--- src/rtl/pcm_port_pkg.sv ---
package pcm_port_pkg;

  localparam int PCM_BITS = 8;

  typedef logic [PCM_BITS-1:0] pcm_byte_t;

  // bit-clock edge strobes, valid one system cycle before the pin changes
  typedef struct packed {
    logic rise;
    logic fall;
  } pcm_edge_t;

endpackage

--- src/rtl/pcm_fifo.sv ---
module pcm_fifo #(
  parameter int DEPTH = 16,
  parameter int W     = 8
) (
  input  logic         clk,
  input  logic         rst_n,
  input  logic         flush,
  input  logic         push,
  input  logic [W-1:0] din,
  input  logic         pop,
  output logic [W-1:0] dout,
  output logic         empty,
  output logic         full
);

  localparam int AW = (DEPTH > 1) ? $clog2(DEPTH) : 1;
  localparam int CW = $clog2(DEPTH + 1);
  localparam logic [AW-1:0] PTR_LAST = AW'(DEPTH - 1);
  localparam logic [CW-1:0] CNT_FULL = CW'(DEPTH);

  logic [W-1:0]  mem [DEPTH];
  logic [AW-1:0] wr_ptr_q, wr_ptr_n;
  logic [AW-1:0] rd_ptr_q, rd_ptr_n;
  logic [CW-1:0] cnt_q, cnt_n;
  logic          do_push, do_pop;

  assign empty   = (cnt_q == '0);
  assign full    = (cnt_q == CNT_FULL);
  assign do_push = push & ~full & ~flush;
  assign do_pop  = pop & ~empty & ~flush;
  assign dout    = mem[rd_ptr_q];

  always_comb begin
    wr_ptr_n = wr_ptr_q;
    rd_ptr_n = rd_ptr_q;
    cnt_n    = cnt_q;
    if (flush) begin
      wr_ptr_n = '0;
      rd_ptr_n = '0;
      cnt_n    = '0;
    end else begin
      if (do_push) wr_ptr_n = (wr_ptr_q == PTR_LAST) ? '0 : wr_ptr_q + 1'b1;
      if (do_pop)  rd_ptr_n = (rd_ptr_q == PTR_LAST) ? '0 : rd_ptr_q + 1'b1;
      case ({do_push, do_pop})
        2'b10:   cnt_n = cnt_q + 1'b1;
        2'b01:   cnt_n = cnt_q - 1'b1;
        default: cnt_n = cnt_q;
      endcase
    end
  end

  always_ff @(posedge clk or negedge rst_n) begin
    if (!rst_n) begin
      wr_ptr_q <= '0;
      rd_ptr_q <= '0;
      cnt_q    <= '0;
    end else begin
      wr_ptr_q <= wr_ptr_n;
      rd_ptr_q <= rd_ptr_n;
      cnt_q    <= cnt_n;
    end
  end

  always_ff @(posedge clk) begin
    if (do_push) mem[wr_ptr_q] <= din;
  end

endmodule

--- src/rtl/pcm_bitclk.sv ---
module pcm_bitclk
  import pcm_port_pkg::*;
#(
  parameter int DIV_HALF = 4
) (
  input  logic      clk,
  input  logic      rst_n,
  input  logic      run,
  output logic      pcm_clk,
  output pcm_edge_t edges
);

  localparam int CNT_W = (DIV_HALF > 1) ? $clog2(DIV_HALF) : 1;
  localparam logic [CNT_W-1:0] CNT_LAST = CNT_W'(DIV_HALF - 1);

  logic [CNT_W-1:0] cnt_q, cnt_n;
  logic             clk_q, clk_n;
  logic             at_last;

  assign at_last    = (cnt_q == CNT_LAST);
  assign edges.rise = run & at_last & ~clk_q;
  assign edges.fall = run & at_last & clk_q;
  assign pcm_clk    = clk_q;

  always_comb begin
    cnt_n = cnt_q;
    clk_n = clk_q;
    if (!run) begin
      cnt_n = '0;
      clk_n = 1'b0;
    end else if (at_last) begin
      cnt_n = '0;
      clk_n = ~clk_q;
    end else begin
      cnt_n = cnt_q + 1'b1;
    end
  end

  always_ff @(posedge clk or negedge rst_n) begin
    if (!rst_n) begin
      cnt_q <= '0;
      clk_q <= 1'b0;
    end else begin
      cnt_q <= cnt_n;
      clk_q <= clk_n;
    end
  end

endmodule

--- src/rtl/pcm_frame_engine.sv ---
module pcm_frame_engine
  import pcm_port_pkg::*;
#(
  parameter int FRAME_BITS = 16
) (
  input  logic      clk,
  input  logic      rst_n,
  input  logic      run,
  input  logic      tx_en,
  input  logic      rx_en,
  input  logic      irq_mask,
  input  pcm_edge_t edges,
  input  logic      tx_empty,
  input  pcm_byte_t tx_head,
  input  logic      pcm_in,
  output logic      tx_pop,
  output logic      rx_push,
  output pcm_byte_t rx_byte,
  output logic      out_bit,
  output logic      sync,
  output logic      irq
);

  localparam int SW = $clog2(FRAME_BITS);
  localparam logic [SW-1:0] SLOT_LAST = SW'(FRAME_BITS - 1);
  localparam logic [SW-1:0] DATA_END  = SW'(PCM_BITS);
  localparam logic [SW-1:0] LAST_BIT  = SW'(PCM_BITS - 1);

  logic [SW-1:0] slot_q, slot_n;
  pcm_byte_t     sreg_q, sreg_n;
  logic          out_q, out_n;
  logic          sync_q, sync_n;
  logic          irq_q, irq_n;

  assign out_bit = out_q;
  assign sync    = sync_q;
  assign irq     = irq_q;
  assign rx_byte = {sreg_q[PCM_BITS-2:0], pcm_in};

  always_comb begin
    slot_n  = slot_q;
    sreg_n  = sreg_q;
    out_n   = out_q;
    sync_n  = sync_q;
    irq_n   = 1'b0;
    tx_pop  = 1'b0;
    rx_push = 1'b0;
    if (!run) begin
      slot_n = SLOT_LAST;
      sreg_n = '0;
      out_n  = 1'b0;
      sync_n = 1'b0;
    end else if (edges.rise) begin
      sync_n = 1'b0;
      if (slot_q == SLOT_LAST) begin
        slot_n = '0;
        tx_pop = tx_en & ~tx_empty;
        sreg_n = tx_pop ? tx_head : '0;
        out_n  = sreg_n[PCM_BITS-1];
        sync_n = 1'b1;
        irq_n  = ~irq_mask;
      end else begin
        slot_n = slot_q + 1'b1;
        out_n  = (slot_n < DATA_END) ? sreg_q[PCM_BITS-1] : 1'b0;
      end
    end else if (edges.fall && (slot_q < DATA_END)) begin
      sreg_n  = {sreg_q[PCM_BITS-2:0], pcm_in};
      rx_push = rx_en & (slot_q == LAST_BIT);
    end
  end

  always_ff @(posedge clk or negedge rst_n) begin
    if (!rst_n) begin
      slot_q <= SLOT_LAST;
      sreg_q <= '0;
      out_q  <= 1'b0;
      sync_q <= 1'b0;
      irq_q  <= 1'b0;
    end else begin
      slot_q <= slot_n;
      sreg_q <= sreg_n;
      out_q  <= out_n;
      sync_q <= sync_n;
      irq_q  <= irq_n;
    end
  end

endmodule

--- src/rtl/pcm_byte_port.sv ---
module pcm_byte_port
  import pcm_port_pkg::*;
#(
  parameter int DIV_HALF   = 4,
  parameter int FRAME_BITS = 16,
  parameter int DEPTH      = 16
) (
  input  logic       clk,
  input  logic       rst_n,
  input  logic       tx_en,
  input  logic       rx_en,
  input  logic       irq_mask,
  input  logic       wr_en,
  input  logic [7:0] wr_data,
  input  logic       rd_en,
  output logic [7:0] rd_data,
  output logic       tx_full,
  output logic       rx_empty,
  output logic       tx_ovf,
  output logic       pcm_clk,
  output logic       pcm_sync,
  output logic       pcm_out,
  input  logic       pcm_in,
  output logic       irq
);

  logic      run;
  pcm_edge_t edges;
  logic      txq_empty, txq_full, rxq_empty, rxq_full;
  pcm_byte_t txq_head;
  logic      tx_pop, rx_push;
  pcm_byte_t rx_byte;
  logic      out_bit;
  logic      ovf_q, ovf_n;

  assign run = tx_en | rx_en;

  pcm_bitclk #(.DIV_HALF(DIV_HALF)) i_bitclk (
    .clk     (clk),
    .rst_n   (rst_n),
    .run     (run),
    .pcm_clk (pcm_clk),
    .edges   (edges)
  );

  pcm_fifo #(.DEPTH(DEPTH), .W(PCM_BITS)) i_txq (
    .clk   (clk),
    .rst_n (rst_n),
    .flush (~run),
    .push  (wr_en & run),
    .din   (wr_data),
    .pop   (tx_pop),
    .dout  (txq_head),
    .empty (txq_empty),
    .full  (txq_full)
  );

  pcm_fifo #(.DEPTH(DEPTH), .W(PCM_BITS)) i_rxq (
    .clk   (clk),
    .rst_n (rst_n),
    .flush (~run),
    .push  (rx_push),
    .din   (rx_byte),
    .pop   (rd_en & run),
    .dout  (rd_data),
    .empty (rxq_empty),
    .full  (rxq_full)
  );

  pcm_frame_engine #(.FRAME_BITS(FRAME_BITS)) i_engine (
    .clk      (clk),
    .rst_n    (rst_n),
    .run      (run),
    .tx_en    (tx_en),
    .rx_en    (rx_en),
    .irq_mask (irq_mask),
    .edges    (edges),
    .tx_empty (txq_empty),
    .tx_head  (txq_head),
    .pcm_in   (pcm_in),
    .tx_pop   (tx_pop),
    .rx_push  (rx_push),
    .rx_byte  (rx_byte),
    .out_bit  (out_bit),
    .sync     (pcm_sync),
    .irq      (irq)
  );

  // a full receive queue ignores the push inside the FIFO
  logic unused_rxq_full;
  assign unused_rxq_full = rxq_full;

  assign rx_empty = ~run | rxq_empty;
  assign tx_full  = run & txq_full;
  assign pcm_out  = tx_en & out_bit;
  assign tx_ovf   = ovf_q;

  always_comb begin
    if (!run) ovf_n = 1'b0;
    else      ovf_n = ovf_q | (wr_en & txq_full);
  end

  always_ff @(posedge clk or negedge rst_n) begin
    if (!rst_n) ovf_q <= 1'b0;
    else        ovf_q <= ovf_n;
  end

endmodule

--- config.mk ---
export PLATFORM = sky130hd
export DESIGN_NAME = pcm_byte_port
export DESIGN_NICKNAME = d
export VERILOG_FILES = /design/src/rtl/pcm_port_pkg.sv /design/src/rtl/pcm_fifo.sv /design/src/rtl/pcm_bitclk.sv /design/src/rtl/pcm_frame_engine.sv /design/src/rtl/pcm_byte_port.sv
export SDC_FILE = /design/constraint.sdc
export NUM_CORES = 1
export LEC_CHECK = 0
export ABC_AREA = 1
export BUFFER_PORTS_ARGS = -buffer_cell sky130_fd_sc_hd__buf_2
export CAP_MARGIN = 20
export CELL_PAD_IN_SITES_DETAIL_PLACEMENT = 1
export CELL_PAD_IN_SITES_GLOBAL_PLACEMENT = 2
export CORE_AREA = 3 3 147 220
export CTS_CLUSTER_SIZE = 28
export DETAILED_ROUTE_END_ITERATION = 10
export DIE_AREA = 0 0 150 223
export GPL_TIMING_DRIVEN = 0
export PLACE_DENSITY_LB_ADDON = 0.1
export SETUP_SLACK_MARGIN = 0.5
export SLEW_MARGIN = 20
export SYNTH_ARGS = -nofsm -noshare
export SYNTH_HDL_FRONTEND = slang
export SYNTH_HIERARCHICAL = 1
export SYNTH_SLANG_ARGS = --single-unit
--- constraint.sdc ---
create_clock -name clk -period 2.95 [get_ports clk]
set_input_delay 0.1475 -clock clk [delete_from_list [all_inputs] [get_ports clk]]
set_output_delay 0.1475 -clock clk [all_outputs]
set_load 0.02 [all_outputs]
==> key figures <==
Outcome
  • Outcome: completed

Setup path
  • CP Max Fanout: 4
  • Arr. time, crit path: 3.18 ns
  • WP data required: 3.40 ns
  • CP max stage delay: ~0.40 ns
  • Endpoint class of the critical path: register
  • CP Cell Sequence: ha_4, nand3_4, inv_4, nand2_4, or2_4, nor3_4, buf_6, nand3_4, nor2_4, ha_4, a21oi_4, nand3_1, nand2_2, inv_1, nand2_1, nand2_1, nand2_1, nand2_1
  • Crit path buffers/inverters: 3
  • Slowest CP cell: dfrtp_1
  • WS Path Type: register to register
  • Cell mode on critical path: nand2_1
  • Delay-heaviest family, CP: simple AND/OR/NAND/NOR gates
  • Type of origin of the critical path: register

Timing
  • Setup Skew: approximately 0.012 ns
  • Fmax: ~370 MHz
  • Slew margin rel.: 32.69%
  • Final min period: about 2.7 ns
  • Max Transition Viols Final: 0
  • Final worst path period share: roughly 92%
  • RSZ-0062 raised after global routing: true
  • Sum Neg Setup Slack: 0 ns
  • Slew @ Worst Pin: 1.006 ns
  • Final-report hold violation count: 0
  • Endpoints failing setup: 0

Final layout
  • Most frequent cells in the layout: edfxtp_1, nand2_1, nor2_1, o21ai_0, nand3_1
  • Layout net count: about 1300
  • Diodes inserted: 0
  • Final non-filler cell total: between 1500 and 2000
  • Most common cell after layout, fill and taps aside: edfxtp_1
  • Layout overhead on the synthesized area: 21.49%
  • Layout cells sized above 1: between 20% and 30%

Detailed routing
  • Iteration-0 DRC count of the detailed router: ~380
  • DRC: 0
  • Post-route ant nets: 0
  • 1st-pass router iterations: 5
  • Drt wl/cell: 21.92 microns
  • Vias: around 9000
  • DR vias/cell: 5.298
  • Routed Wire Length: ~37000 microns

Global routing
  • Largest net degree at the start of global routing: between 40 and 50
  • All-Layer GR Usage: between 20% and 30%
  • First-pass GRT wire length: 55550 microns
  • Vias in the first global route: 9482
  • GR Overflow Total: 0
  • Initial antenna violation count: 0

Power
  • Sw Pwr: 4080 uW
  • PD cells: roughly 800 nW/um^2
  • Gate power share: roughly 29%
  • VDD IR-drop max: 0.4937 mV
  • Clock share of power: 29.3%
  • Sw frac: between 30% and 40%
  • Register share of total power: between 40% and 50%
  • Internal power: 8360 uW
  • Pleak: ~0.006 uW

CTS
  • CTS root buffer: clkbuf_16
  • Max clock buf depth: 3
  • Clock latency at the later pin of the worst-skew pair: between 0.5 and 0.6 ns
  • H-tree Lvls: 1
  • CTS buffer count: 29
  • Clock transition at path regs: approximately 0.060 ns
  • CTS tree: built
  • Clock Sinks: between 300 and 400

Die
  • Die ar.: around 33000 sq um
  • Initial Util: a little over two fifths
  • Die Y: around 220 microns
  • I/O Pins: 31
  • # rows: 78
  • Chip Width: around 150 microns
  • Area of the core: just over 30000 sq um

Hold path
  • Worst min path class: input port to register

Synthesis
  • Synth Cell Area: ~13000 sq um
  • Synthesized instance count: 1148
  • Syn_nets: ~1200
  • Synth warn: 6
  • Syn_area_per_cell: ~11 sq um

Flow run
  • Max-cap check violation count: 0

Place
  • HPWL Detailed: ~26000 microns
  • Dpl cells: around 1600
  • Placer Congestion: 0.7930
  • Buffers on Ports: 30
## through the flow
| step | util (%) | setup WS [ns] | area [sq um] | power (uW) | hold WS (ns) |
|---|---|---|---|---|---|
| finish | 52.05 | 0.2221 | 15850 | 12440 | 0.01440 |
| global route | 52.05 | -0.0007054 | 15850 | 13060 | 0.02415 |
| CTS | 50.86 | 0.09263 | 15490 | 12430 | 0.004341 |
| detailed placement | 45.10 | -0.7115 | 13730 | 8389 | 0.2217 |
| global placement | 45.09 | -0.7479 | 13730 | 8309 | 0.3537 |
| floorplan | - | 0.3936 | 13080 | 7186 | -0.1481 |
## routing by layer
layer  routed length (microns)  GRT usage, %  vias up
met1                     12930         22.68     4476
met2                     21130         43.16      157
met4                      2132         11.82        0
li1                          -             -     4266
met3                       957         1.991       81
met5                         0             0        -
## power groups by stage
stage | clock (uW) | combinational (uW) | sequential (uW)
2_1_floorplan | 0 | 1910 | 5280
3_3_place_gp | 0 | 3000 | 5310
3_5_place_dp | 0 | 3070 | 5320
4_1_cts | 3730 | 3460 | 5240
5_1_grt | 3880 | 3910 | 5270
6_report | 3640 | 3560 | 5240
## flip-flops by register name, indices dropped and copies added, names as in the netlist, 2 cells and up
name and count:
i_rxq/wr_ptr_q 4, i_engine/slot_q 4, i_txq/mem 128, i_bitclk/cnt_q 2
i_rxq/cnt_q 5, i_txq/wr_ptr_q 4, i_engine/sreg_q 8, i_txq/cnt_q 5
i_rxq/mem 128, i_txq/rd_ptr_q 4, i_rxq/rd_ptr_q 4
## cell type report
class / instances / area, sq um
fillers: 3222 / 14600
flip-flops and latches: 301 / 8820
multi-input cells: 716 / 4008
repair buffers: 94 / 855.8
clock buffers: 38 / 799.5
well taps: 400 / 500.5
plain buffers: 55 / 411.6
inverters: 76 / 326.6
clock inverters: 15 / 127.6
## path summary, 6_finish.rpt
path	start	endpoint	slack [ns]	depth (start not counted)
worst max-delay path	i_bitclk/cnt_q[0]	i_txq/cnt_q[4]	0.22	18
worst min-delay path	wr_data[1]	i_txq/mem[1][1]	0.01	1
worst max register to register	i_bitclk/cnt_q[0]	i_txq/cnt_q[4]	0.22	18
worst min register to register	i_engine/sync	i_engine/sync	0.48	2
max in group asynchronous	rst_n	i_bitclk/pcm_clk	2.28	2
min in group asynchronous	rst_n	i_txq/cnt_q[4]	0.17	2
## what timing repair did
item | 4_1_cts | 5_1_grt
pin swaps | 36 | 43
endpoints found under the hold margin | 104 | 0
hold buffers | 9 | 0
setup buffers | 30 | 24
gates resized for setup | 95 | 37
gates cloned | 1 | 0
endpoints found under the setup margin | 144 | 136
Power figures use the tool's default switching activity.
